### src/rtl/phycr_pkg.sv
package phycr_pkg;

    localparam int unsigned CR_ADDR_W = 16;
    localparam int unsigned CR_DATA_W = 16;

    // Sequencer steps of one access, in the order they occur
    typedef enum logic [2:0] {
        ST_IDLE,
        ST_PRE,
        ST_SETUP,
        ST_STROBE,
        ST_POLL,
        ST_RETRY,
        ST_DONE
    } seq_state_t;

    // Kind of timed segment the phase generator produces
    typedef enum logic {
        SEG_PULSE,   // one phase high, one phase low
        SEG_GAP      // one phase low only
    } seg_kind_t;

    // Control lines toward the PHY
    typedef struct packed {
        logic clk;
        logic sel;
        logic rd_en;
        logic wr_en;
    } port_ctl_t;

    // Counter width for a limit, never less than one bit
    function automatic int unsigned cnt_width(input int unsigned limit);
        return (limit <= 2) ? 1 : $clog2(limit);
    endfunction

endpackage

### src/rtl/phycr_phase_gen.sv
module phycr_phase_gen
    import phycr_pkg::*;
#(
    parameter int unsigned PHASE_CYCLES = 4
) (
    input  logic      clk,
    input  logic      rst,
    input  logic      go,
    input  seg_kind_t kind,
    output logic      pclk,
    output logic      seg_last
);

    localparam int unsigned    CW   = cnt_width(PHASE_CYCLES);
    localparam logic [CW-1:0]  LAST = CW'(PHASE_CYCLES - 1);

    logic [CW-1:0] cnt;
    logic          hi;
    logic          act;

    // A new segment may be launched in the final cycle of the current one
    always_ff @(posedge clk) begin
        if (rst) begin
            cnt <= '0;
            hi  <= 1'b0;
            act <= 1'b0;
        end else if (go) begin
            act <= 1'b1;
            hi  <= (kind == SEG_PULSE);
            cnt <= '0;
        end else if (act) begin
            if (cnt == LAST) begin
                cnt <= '0;
                if (hi) begin
                    hi <= 1'b0;
                end else begin
                    act <= 1'b0;
                end
            end else begin
                cnt <= cnt + 1'b1;
            end
        end
    end

    assign pclk     = hi;
    assign seg_last = act && !hi && (cnt == LAST);

endmodule

### src/rtl/phycr_step_counter.sv
module phycr_step_counter
    import phycr_pkg::*;
#(
    parameter int unsigned LIMIT = 10
) (
    input  logic clk,
    input  logic rst,
    input  logic clr,
    input  logic inc,
    output logic at_last
);

    localparam int unsigned   CW    = cnt_width(LIMIT);
    localparam logic [CW-1:0] FINAL = CW'(LIMIT - 1);

    logic [CW-1:0] cnt;

    always_ff @(posedge clk) begin
        if (rst || clr) begin
            cnt <= '0;
        end else if (inc) begin
            cnt <= cnt + 1'b1;
        end
    end

    assign at_last = (cnt == FINAL);

endmodule

### src/rtl/phycr_seq.sv
module phycr_seq
    import phycr_pkg::*;
(
    input  logic       clk,
    input  logic       rst,
    input  logic       start,
    input  logic       seg_last,
    input  logic       pre_last,
    input  logic       try_last,
    input  logic       ack,
    input  logic       dir_wr,
    output seq_state_t state,
    output logic       go,
    output seg_kind_t  kind,
    output logic       pre_clr,
    output logic       pre_inc,
    output logic       try_clr,
    output logic       try_inc,
    output logic       load,
    output logic       capture,
    output logic       set_tout
);

    seq_state_t nxt;

    always_comb begin
        nxt      = state;
        go       = 1'b0;
        kind     = SEG_PULSE;
        pre_clr  = 1'b0;
        pre_inc  = 1'b0;
        try_clr  = 1'b0;
        try_inc  = 1'b0;
        load     = 1'b0;
        capture  = 1'b0;
        set_tout = 1'b0;
        unique case (state)
            ST_IDLE: begin
                if (start) begin
                    load    = 1'b1;
                    pre_clr = 1'b1;
                    go      = 1'b1;
                    nxt     = ST_PRE;
                end
            end
            ST_PRE: begin
                if (seg_last) begin
                    pre_inc = 1'b1;
                    go      = 1'b1;
                    if (pre_last) begin
                        kind = SEG_GAP;
                        nxt  = ST_SETUP;
                    end
                end
            end
            ST_SETUP: begin
                if (seg_last) begin
                    go  = 1'b1;
                    nxt = ST_STROBE;
                end
            end
            ST_STROBE: begin
                if (seg_last) begin
                    try_clr = 1'b1;
                    nxt     = ST_POLL;
                end
            end
            ST_POLL: begin
                if (ack) begin
                    capture = !dir_wr;
                    nxt     = ST_DONE;
                end else begin
                    go  = 1'b1;
                    nxt = ST_RETRY;
                end
            end
            ST_RETRY: begin
                if (seg_last) begin
                    try_inc = 1'b1;
                    if (try_last) begin
                        set_tout = 1'b1;
                        nxt      = ST_DONE;
                    end else begin
                        nxt = ST_POLL;
                    end
                end
            end
            ST_DONE: nxt = ST_IDLE;
            default: nxt = ST_IDLE;
        endcase
    end

    always_ff @(posedge clk) begin
        if (rst) begin
            state <= ST_IDLE;
        end else begin
            state <= nxt;
        end
    end

endmodule

### src/rtl/phycr_xfer_regs.sv
module phycr_xfer_regs #(
    parameter int unsigned ADDR_W = 16,
    parameter int unsigned DATA_W = 16
) (
    input  logic              clk,
    input  logic              rst,
    input  logic              load,
    input  logic              wr,
    input  logic [ADDR_W-1:0] addr,
    input  logic [DATA_W-1:0] wdata,
    input  logic              capture,
    input  logic [DATA_W-1:0] port_rdata,
    input  logic              set_tout,
    output logic              dir_wr,
    output logic [ADDR_W-1:0] addr_q,
    output logic [DATA_W-1:0] wdata_q,
    output logic [DATA_W-1:0] rdata_q,
    output logic              tout_q
);

    always_ff @(posedge clk) begin
        if (rst) begin
            dir_wr  <= 1'b0;
            addr_q  <= '0;
            wdata_q <= '0;
            rdata_q <= '0;
            tout_q  <= 1'b0;
        end else begin
            if (load) begin
                dir_wr <= wr;
                addr_q <= addr;
                tout_q <= 1'b0;
                if (wr) begin
                    wdata_q <= wdata;
                end
            end
            if (capture) begin
                rdata_q <= port_rdata;
            end
            if (set_tout) begin
                tout_q <= 1'b1;
            end
        end
    end

endmodule

### src/rtl/phycr_master.sv
module phycr_master
    import phycr_pkg::*;
#(
    parameter int unsigned ADDR_W       = CR_ADDR_W,
    parameter int unsigned DATA_W       = CR_DATA_W,
    parameter int unsigned PHASE_CYCLES = 4,
    parameter int unsigned PRE_PULSES   = 100,
    parameter int unsigned ACK_TRIES    = 10
) (
    input  logic              clk,
    input  logic              rst,
    input  logic              start,
    input  logic              wr,
    input  logic [ADDR_W-1:0] addr,
    input  logic [DATA_W-1:0] wdata,
    output logic [DATA_W-1:0] rdata,
    output logic              done,
    output logic              timeout,
    output logic              busy,
    output logic              port_clk,
    output logic              port_sel,
    output logic              port_rd_en,
    output logic              port_wr_en,
    output logic [ADDR_W-1:0] port_addr,
    output logic [DATA_W-1:0] port_wdata,
    input  logic [DATA_W-1:0] port_rdata,
    input  logic              port_ack
);

    seq_state_t state;
    seg_kind_t  kind;
    logic       go, seg_last, pclk;
    logic       pre_clr, pre_inc, pre_last;
    logic       try_clr, try_inc, try_last;
    logic       load, capture, set_tout, dir_wr;
    port_ctl_t  ctl;

    phycr_phase_gen #(.PHASE_CYCLES(PHASE_CYCLES)) u_phase (
        .clk      (clk),
        .rst      (rst),
        .go       (go),
        .kind     (kind),
        .pclk     (pclk),
        .seg_last (seg_last)
    );

    phycr_step_counter #(.LIMIT(PRE_PULSES)) u_pre_cnt (
        .clk     (clk),
        .rst     (rst),
        .clr     (pre_clr),
        .inc     (pre_inc),
        .at_last (pre_last)
    );

    phycr_step_counter #(.LIMIT(ACK_TRIES)) u_try_cnt (
        .clk     (clk),
        .rst     (rst),
        .clr     (try_clr),
        .inc     (try_inc),
        .at_last (try_last)
    );

    phycr_seq u_seq (
        .clk      (clk),
        .rst      (rst),
        .start    (start),
        .seg_last (seg_last),
        .pre_last (pre_last),
        .try_last (try_last),
        .ack      (port_ack),
        .dir_wr   (dir_wr),
        .state    (state),
        .go       (go),
        .kind     (kind),
        .pre_clr  (pre_clr),
        .pre_inc  (pre_inc),
        .try_clr  (try_clr),
        .try_inc  (try_inc),
        .load     (load),
        .capture  (capture),
        .set_tout (set_tout)
    );

    phycr_xfer_regs #(.ADDR_W(ADDR_W), .DATA_W(DATA_W)) u_regs (
        .clk        (clk),
        .rst        (rst),
        .load       (load),
        .wr         (wr),
        .addr       (addr),
        .wdata      (wdata),
        .capture    (capture),
        .port_rdata (port_rdata),
        .set_tout   (set_tout),
        .dir_wr     (dir_wr),
        .addr_q     (port_addr),
        .wdata_q    (port_wdata),
        .rdata_q    (rdata),
        .tout_q     (timeout)
    );

    // Port control decoded from the sequencer step and the phase generator
    always_comb begin
        ctl.clk   = pclk;
        ctl.sel   = (state == ST_SETUP) || (state == ST_STROBE) ||
                    (state == ST_POLL)  || (state == ST_RETRY)  ||
                    (state == ST_DONE);
        ctl.wr_en = (state == ST_STROBE) && dir_wr;
        ctl.rd_en = (state == ST_STROBE) && !dir_wr;
    end

    assign port_clk   = ctl.clk;
    assign port_sel   = ctl.sel;
    assign port_rd_en = ctl.rd_en;
    assign port_wr_en = ctl.wr_en;
    assign done       = (state == ST_DONE);
    assign busy       = (state != ST_IDLE);

endmodule

### config.mk
export PLATFORM = sky130hd
export DESIGN_NAME = phycr_master
export DESIGN_NICKNAME = d
export VERILOG_FILES = /design/src/rtl/phycr_pkg.sv /design/src/rtl/phycr_phase_gen.sv /design/src/rtl/phycr_step_counter.sv /design/src/rtl/phycr_seq.sv /design/src/rtl/phycr_xfer_regs.sv /design/src/rtl/phycr_master.sv
export SDC_FILE = /design/constraint.sdc
export NUM_CORES = 1
export LEC_CHECK = 0
export ABC_CLOCK_PERIOD_IN_PS = 3500
export BUFFER_PORTS_ARGS = -buffer_cell sky130_fd_sc_hd__buf_2
export CAP_MARGIN = 20
export CORE_UTILIZATION = 53
export CTS_CLUSTER_SIZE = 16
export DETAILED_ROUTE_END_ITERATION = 6
export MAX_ROUTING_LAYER = met4
export PLACE_DENSITY_LB_ADDON = 0.12
export SLEW_MARGIN = 20
export SYNTH_ARGS = -nofsm -noshare
export SYNTH_HDL_FRONTEND = slang
export SYNTH_HIERARCHICAL = 1
export SYNTH_SLANG_ARGS = --single-unit
### constraint.sdc
create_clock -name clk -period 3.5 [get_ports clk]
set_input_delay 0.875 -clock clk [delete_from_list [all_inputs] [get_ports clk]]
set_output_delay 0.875 -clock clk [all_outputs]
set_load 0.005 [all_outputs]
; Word level (Yosys, flattened, before mapping)
; Cells that the tools add are included.
[op_classes]
add_sub_neg = 3
n_eq_ne = 15
muxes = 35
bitwise_logic = 1
n_reduce_logical = 22
[ops]
columns = cell, count
row1 = $mux W1, 24
row2 = $mux W3, 6
row3 = $pmux W3 S6, 1
row4 = $ne A2 B2 Y1 const B, 6
row5 = $eq A3 B3 Y1 const B, 3
row6 = $add A7 B1 Y7 const B, 1
row7 = $eq A7 B7 Y1 const B, 1
row8 = $eq A3 B2 Y1 const B, 2
row9 = $logic_or A1 B1 Y1, 6
row10 = $mux W2, 3
row11 = $reduce_and A6 Y1, 1
row12 = $reduce_bool A2 Y1, 3
row13 = $add A4 B1 Y4 const B, 1
row14 = $eq A4 B4 Y1 const B, 1
row15 = $logic_and A1 B1 Y1, 4
row16 = $reduce_and A2 Y1, 2
row17 = $reduce_or A2 Y1, 2
row18 = $eq A3 B1 Y1 const B, 1
row19 = $logic_not A3 Y1, 1
row20 = $pmux W1 S3, 1
row21 = $reduce_bool A3 Y1, 1
row22 = $add A2 B1 Y2 const B, 1
row23 = $eq A2 B2 Y1 const B, 1
row24 = $logic_not A1 Y1, 2
row25 = $not A1 Y1, 1
[totals]
register_bits = 68
input_bits = 53
out_inout_bits = 55
wordCells = 87

; Logic depth before layout (Yosys ltp)
; Gate-level depths: netlist of the first run.
[depth]
ltp_word = 7
mapped_depth = 8
ltp_nobuf = 8

; Modules after synthesis
; Netlist of the first run, hierarchy kept.
[by_module_without_submodules]
columns = module, n_inst, cells_per_inst, area_each_um2, seq_area_each_um2
row1 = phycr_xfer_regs, 1, 185, 1985.7, 1001.0
row2 = phycr_step_counter (u_pre_cnt), 1, 34, 314.1, 140.1
row3 = phycr_seq, 1, 39, 289.0, 60.1
row4 = phycr_step_counter (u_try_cnt), 1, 20, 200.2, 80.1
row5 = phycr_phase_gen, 1, 19, 180.2, 80.1
row6 = phycr_master, 1, 6, 47.5, 0.0

; Least setup slack after synthesis of the first run
; Ideal clock, no wire load.
[synth_path]
path_type = flip-flop to flip-flop
start = register u_phase.cnt[0]
end = register u_pre_cnt.cnt[6]
setup_time_ns = 0.070
arrival_ns = 1.900
required_time_ns = 3.430
slack_ns = 1.530
stages_incl_launch_ff = 9
n_path_buf = 0
period_less_slack_ns = 1.970
cell_sequence = dfxtp_1 ha_1 nand2b_1 nor2_1 nand3b_1 nor2_1 nand4_1 or3_1 a21oi_1
[synth_via]
elab_chain_len = 4
[synth_lines]
columns = element, line
row1 = start: declaration, phycr_phase_gen.sv:17  ; logic [CW-1:0] cnt;
row2 = start signal: assignment, phycr_phase_gen.sv:40  ; cnt <= cnt + 1'b1;
row3 = $eq A2 B2 Y1, phycr_phase_gen.sv:46  ; assign seg_last = act && !hi && (cnt == LAST);
row4 = $logic_and A1 B1 Y1, phycr_phase_gen.sv:46
row5 = via seg_last, phycr_master.sv:32  ; logic go, seg_last, pclk;
row6 = $mux W1, phycr_seq.sv:47  ; if (seg_last) begin
row7 = $mux W1, phycr_seq.sv:37  ; unique case (state)
row8 = via pre_inc, phycr_master.sv:33  ; logic pre_clr, pre_inc, pre_last;
row9 = end signal: assignment, phycr_step_counter.sv:22  ; cnt <= cnt + 1'b1;
row10 = end: declaration, phycr_step_counter.sv:16  ; logic [CW-1:0] cnt;
; The timed path passes the listed nets, and every way through them passes these cells.
; A chain may end at the register's enable or synchronous reset.

; Worst setup path after layout of the first run
[layout_path]
start = register u_seq.state[0]
end = output port port_sel
[layout_via]
elab_chain_len = 5
word_cells_on_any_way = 9
classes_between = 5 x eq/ne / 4 x reduce/logical
[layout_lines]
columns = element, line
row1 = start: declaration, phycr_seq.sv:12  ; output seq_state_t state,
row2 = start signal: assignment, phycr_seq.sv:97  ; state <= nxt;
row3 = $eq A3 B2 Y1, phycr_master.sv:104  ; ctl.sel = (state == ST_SETUP) || (state == ST_STROBE) ||
row4 = $logic_or A1 B1 Y1 (2 in series), phycr_master.sv:104
row5 = $logic_or A1 B1 Y1, phycr_master.sv:105  ; (state == ST_POLL) || (state == ST_RETRY) ||
row6 = $logic_or A1 B1 Y1 *, phycr_master.sv:105
row7 = end: declaration, phycr_master.sv:21  ; output logic port_sel,
; Mark *: on every way between the ends. The rest lies on a longest branch, timed or not.

==> results.txt, run 1 <==
clock share of power - 31.0%
number of synthesized flops with an enable pin - 0
Rows - 27
min setup slack post-route - 1080 ps
ANT nets after route - 0
die width - 77.4 um
Syn Nets - 361
main flop type after synthesis - dfxtp_1
pwr dens - 558 nW/um^2
Crit path required time - 2620 ps
Placer Congestion - 0.767
DR iter-0 viols - 133
critical path class - reg2out
Yosys reg bits - 68
Via Count - 2491
routed len/inst - 12.6 um
area grow syn2layout - 23.1%
Die Span Y - 77.4 um
post-synthesis adder-cell area fraction - 2.07%
Yosys top cell area share - 45.1%
Placed Area - 3510 um^2
drc violations - 0
Final Non-Filler Cells - 478
setup TNS - 0 ps
Critical Path Start Type - flop
Synth Warn # - 6
Final setup violation count - 0
Final Cycle Share - 69.2%
fin area - 3710 um^2
RSZ-0062 raised after global routing - false
TritonCTS clock tree - yes
switching power total - 0.627 mW
largest cells by area after synthesis - dfxtp_1 (45%), mux2i_1 (12%), nor2_1 (5.6%)
Clock Skews - 9.27 ps
Max-Cap Viols - 0
number of diodes - 0
vias per inst - 5.21
share of layout cells above drive strength 1 - 36.9%
fill count - 472
sequential-to-total area share from yosys stat - 45.1%
initial antenna violation count - 0
Post-Syn Instances - 303
Post-CTS Hold Fix Bufs - 0
CTS H-tree depth - 3
Initial Util - 54.8%
post-synthesis cell area - 3020 um^2
XOR/XNOR Fraction of Synth Area - 1.45%
nets - 459
final hold violation count - 0
number of CTS-inserted buffers - 9
number of setup buffers added after CTS - 0
worst slew pin tran - 719 ps
Multi-input gate area - 1490 um^2
first-pass GRT wire length - 9900 um
DPL Wire Length - 4160 um
Remaining Overflow, GRT - 0
status - finished, final reports clean
Top Ports - 108
Slew Limit Fails - 0
pin count of the biggest net entering global routing - 52
Cells after DPL - 462
Post-synth ARST share - 0%
Yosys cell types - 46
CTS Buffer Depth - 2
CORE AREA - 5510 um^2
register area - 1360 um^2
Worst EP arrival - 1550 ps
Die ar. - 6000 um^2
Worst setup EP type - primary output
Cell Int Power - 1.44 mW
Comb power frac - 24.1%
Tmin final - 2420 ps
fmax - 413 MHz
routed wire length - 6010 um
leading area contributor after synthesis - dfxtp_1
area fraction in compound gates after synthesis - 14.5%
largest family of logic cells by synthesized area - simple AND/OR/NAND/NOR gates
hold slack - 478 ps
Clock Sinks - 68
Hold Crit Class - reg2reg
clock-pin slew on the worst setup and hold paths - 70 ps
critical path fanouts, max - 16
Leak - 1.66 nW
Root Buffer - clkbuf_8
sequential share of power - 45.0%
PostCTS Resize Cnt - 0
pre-CTS setup slack - 1270 ps
Peak VDD IR - 0.289 mV
syn avg cell area - 9.96 um^2
Worst-Skew Late Latency - 330 ps
gr usage total - 21.2%
vias in the first global route - 2308
post-synthesis mux area share - 13.1%
slew margin rel. - 52.1%
PortBufs - 107
switching share of total power - 30.3%
first-pass iteration count of the detailed router - 4
Synth Area in Simple Gates - 17.7%
## final timing paths
check                                                      to  cells after the start  slack, ps                        start
worst max-delay path                                 port_sel                      3       1080  u_seq/state[0]$_SDFFE_PP0P_
worst min-delay path               u_regs/tout_q$_SDFFE_PP0P_                      2        480   u_regs/tout_q$_SDFFE_PP0P_
worst max register to register  u_pre_cnt/cnt[5]$_SDFFE_PP0P_                      8       1260  u_phase/cnt[0]$_SDFFE_PP0P_
worst min register to register     u_regs/tout_q$_SDFFE_PP0P_                      2        480   u_regs/tout_q$_SDFFE_PP0P_
## synthesized netlist by cell type (all sizes together) (4+ instances only)
library cell / number
dfxtp: 68
nor2: 45
mux2i: 37
a21oi: 25
buf: 19
a21bo: 17
nand3: 16
nand2: 7
ha: 5
inv: 5
nor3: 5
nor3b: 5
o21ai: 5
clkbuf: 4
nand2b: 4
## power groups by stage
stage | combinational [mW] | clock [mW] | sequential (mW)
floorplan | 0.422 | 0 | 0.918
global placement | 0.491 | 0 | 0.946
detailed placement | 0.500 | 0 | 0.949
CTS | 0.502 | 0.662 | 0.931
global route | 0.550 | 0.702 | 0.946
finish | 0.499 | 0.642 | 0.931
## stage by stage
| stage | power (mW) | utilization, % |
|---|---|---|
| CTS | 2.10 | 67.4 |
| detailed placement | 1.45 | 63.8 |
| global route | 2.20 | 67.4 |
| finish | 2.07 | 67.4 |
| global placement | 1.44 | 63.8 |
| floorplan | 1.34 | - |
## metal layers
metal  track usage (%)  wire length [um]  up-vias
met5                 -                 0        -
met4              11.9               138        0
met3              4.12               297       12
met2              33.3              2750       84
met1              25.6              2830     1156
li1                  -                 -     1239
## registers in the layout, indices dropped and copies added (netlist names), 2 cells and up
name	count
u_regs/addr_q	16
u_regs/rdata_q	16
u_regs/wdata_q	16
u_pre_cnt/cnt	7
u_try_cnt/cnt	4
u_seq/state	3
u_phase/cnt	2
## cell families after synthesis
family,count (synthesis)
AND/OR/NAND/NOR,104
flip-flops,68
AO/OA/AOI/OAI,54
multiplexers,39
buffers and inverters,28
XOR/XNOR,5
adder cells (fa/ha/maj),5
## critical path: stages, from the launching register on
cell and delay [ps]:
dfxtp_1 650, nand2_1 170, mux2_4 290, buf_2 120
## final cells by class
cell class	count	area share (%)
clock buffer	10	3.71
clock inverter	6	1.68
inverter	5	0.505
multi-input combinational	207	40.0
sequential	68	36.7
tap	72	2.43
timing repair buffer	110	15.0
## cell usage in the layout (no fill, tap or decap), drive strengths merged, types with 4 or more instances in the layout
cell type and n:
nor2 45, nand2 7, nor3b 5, buf 110, nor3 5, clkinv 4, clkbuf 10, ha 5
nand3 16, nand2b 4, o21ai 5, a21bo 17, a21oi 25, dfxtp 68, inv 6, mux2i 37
(Power assumes the default switching activity.)
==> run 2, diff against run 1 <==
- ABC_CLOCK_PERIOD_IN_PS: 3500 -> 2000
- CORE_UTILIZATION: 53 -> 45
- clock period: 3.5 -> 2 ns (I/O delays scaled with it)
==> results.txt, run 2 (synthesis results as in run 1) <==
Final setup violation count - 0 (unchanged)
first-pass iteration count of the detailed router - 6 (+2)
setup slack, reg-to-reg - 190 ps (-1070 ps)
worst path bufs/invs - 1 (unchanged)
Via Count - 2462 (-1.2%)
Post-CTS Hold Fix Bufs - 0 (unchanged)
Final Power - 3.80 mW (+83%)
Final Cycle Share - 96.1%
critical path class - reg2out
TritonCTS clock tree - yes
slew margin rel. - 64.0% (+12 points)
CP cell instances - nand2_1 > mux2_4 > buf_2
Worst setup EP type - primary output
CTS Buffer Depth - 2 (unchanged)
routed wire length - 6290 um (+4.6%)
Final Non-Filler Cells - 491 (+2.7%)
fmax - 520 MHz
Worst EP arrival - 1420 ps (-130 ps)
Initial Util - 47.0% (-7.8 points)
Worst-Skew Late Latency - 330 ps (about the same)
status - complete, but fails checks
clock-pin slew on the worst setup and hold paths - 70 ps (about the same)
RSZ-0062 raised after global routing - false
Leak - 1.70 nW (+2.8%)
Placed Area - 3580 um^2 (+2.0%)
Slew Limit Fails - 0 (unchanged)
vias in the first global route - 2317 (+0.39%)
ANT nets after route - 0 (unchanged)
Max-Cap Viols - 0 (unchanged)
Tmin final - 1920 ps
Top Ports - 108 (unchanged)
CORE AREA - 6420 um^2 (+17%)
slowest stage cell, crit path - dfxtp_1
Hold Crit Class - in2reg
Rows - 29 (+7.4%)
final hold violation count - 0 (unchanged)
pwr dens - 994 nW/um^2 (+78%)
DR iter-0 viols - 87 (-35%)
Critical Path Start Type - flop
CTS H-tree depth - 3 (unchanged)
hold slack - 398 ps (-79.8 ps)
DPL Wire Length - 4380 um (+5.3%)
Root Buffer - clkbuf_8
Crit path required time - 1500 ps (-1120 ps)
Clock Skews - 8.45 ps (-0.820 ps)
Worst path max stage delay - 540 ps (-110 ps)
Peak VDD IR - 0.468 mV (+62%)
Die ar. - 7040 um^2 (+17%)
area grow syn2layout - 26.8%
Placer Congestion - 0.779 (+1.6%)
drc violations - 12 (+12)
fin area - 3830 um^2 (+3.0%)
Remaining Overflow, GRT - 0 (unchanged)
critical path fanouts, max - 11 (-5)
Die Span Y - 83.9 um (+8.3%)
most common cell after layout, fill and taps aside - buf_2
vias per inst - 5.01 (-3.8%)
top flop regs - u_regs/addr_q: 16 flops, u_regs/rdata_q: 16 flops, u_regs/wdata_q: 16 flops
Cells after DPL - 474 (+2.6%)
setup TNS - 0 ps (unchanged)
Clock Sinks - 68 (unchanged)
number of diodes - 0 (unchanged)
gr usage total - 18.4% (-2.8 points)
Top Family by Delay on Critical Path - flip-flops
die width - 83.9 um (+8.3%)
fill count - 594 (+26%)
worst slew pin tran - 540 ps (-179 ps)
share of layout cells above drive strength 1 - 39.4% (+2.4 points)
PortBufs - 107 (unchanged)
failing checks - DRC
first-pass GRT wire length - 10100 um (+1.9%)
routed len/inst - 12.8 um (+1.9%)
number of CTS-inserted buffers - 9 (unchanged)
pin count of the biggest net entering global routing - 52 (unchanged)
nets - 467 (+1.7%)
initial antenna violation count - 0 (unchanged)
most frequent cells in the layout - buf_2 (107), dfxtp_1 (66), nor2_1 (43), mux2i_1 (37)
## run 2: cell count changes in the layout (fill, tap and decap cells not counted)
| cell | previous run | this run |
|---|---|---|
| buf_4 | 3 | 10 |
| bufinv_16 | 1 | 2 |
| dfxtp_2 | 0 | 2 |
| ha_1 | 5 | 4 |
| dfxtp_1 | 68 | 66 |
| clkinvlp_4 | 0 | 1 |
| buf_12 | 0 | 1 |
| clkinv_2 | 3 | 2 |
| clkinv_4 | 1 | 0 |
| ha_2 | 0 | 1 |
| nor2_1 | 45 | 43 |
| nor2_2 | 0 | 2 |
## run 2: layer usage
layer	share of wire [%]	up-vias	GRT usage (%)	routed length (um)
met4	1.4	0	8.93	86
met5	0	-	-	0
met2	46	85	29.9	2920
li1	-	1261	-	-
met3	6.1	8	4.25	384
met1	46	1108	21.5	2900
## run 2: worst paths after layout
check,endpoint,start,depth (start not counted)
worst max-delay path,port_sel,u_seq/state[0]$_SDFFE_PP0P_,3
worst min-delay path,u_regs/addr_q[5]$_SDFFE_PP0P_,addr[5],3
worst max register to register,u_seq/state[1]$_SDFFE_PP0P_,u_pre_cnt/cnt[0]$_SDFFE_PP0P_,6
worst min register to register,u_regs/tout_q$_SDFFE_PP0P_,u_regs/tout_q$_SDFFE_PP0P_,2
## run 2: area by class of cell
class                      instances  area (um^2)  share of cell area [%]
timing repair buffer             118          631                    16.5
clock buffer                      10          138                    3.60
multi-input combinational        207         1490                    39.0
clock inverter                     6         86.3                    2.26
tap                               77         96.3                    2.52
inverter                           5         18.8                   0.491
sequential                        68         1360                    35.6
## run 2: metrics by stage
stage          setup WS, ps  utilization [%]
4_1_cts                54.4             59.3
2_1_floorplan          30.2                -
5_1_grt                5.30             59.6
3_5_place_dp           80.8             55.8
3_3_place_gp            178             55.8
6_report               77.2             59.6
## run 2: power breakdown
| part | total, mW | switching, mW | internal, mW | leakage (nW) |
|---|---|---|---|---|
| clock | 1.25 | 0.518 | 0.736 | 0.113 |
| sequential | 1.62 | 0.131 | 1.49 | 0.553 |
| combinational | 0.926 | 0.461 | 0.465 | 1.04 |
## run 2: what timing repair did
item,in CTS,in global routing
pin swaps,0,1
setup buffers,0,1
setup endpoints to repair,2,2
resized for setup,1,4
## run 2: tightest hold or removal path: stages
cell and delay (ps):
buf_2 70, mux2i_1 50, nor2_1 70
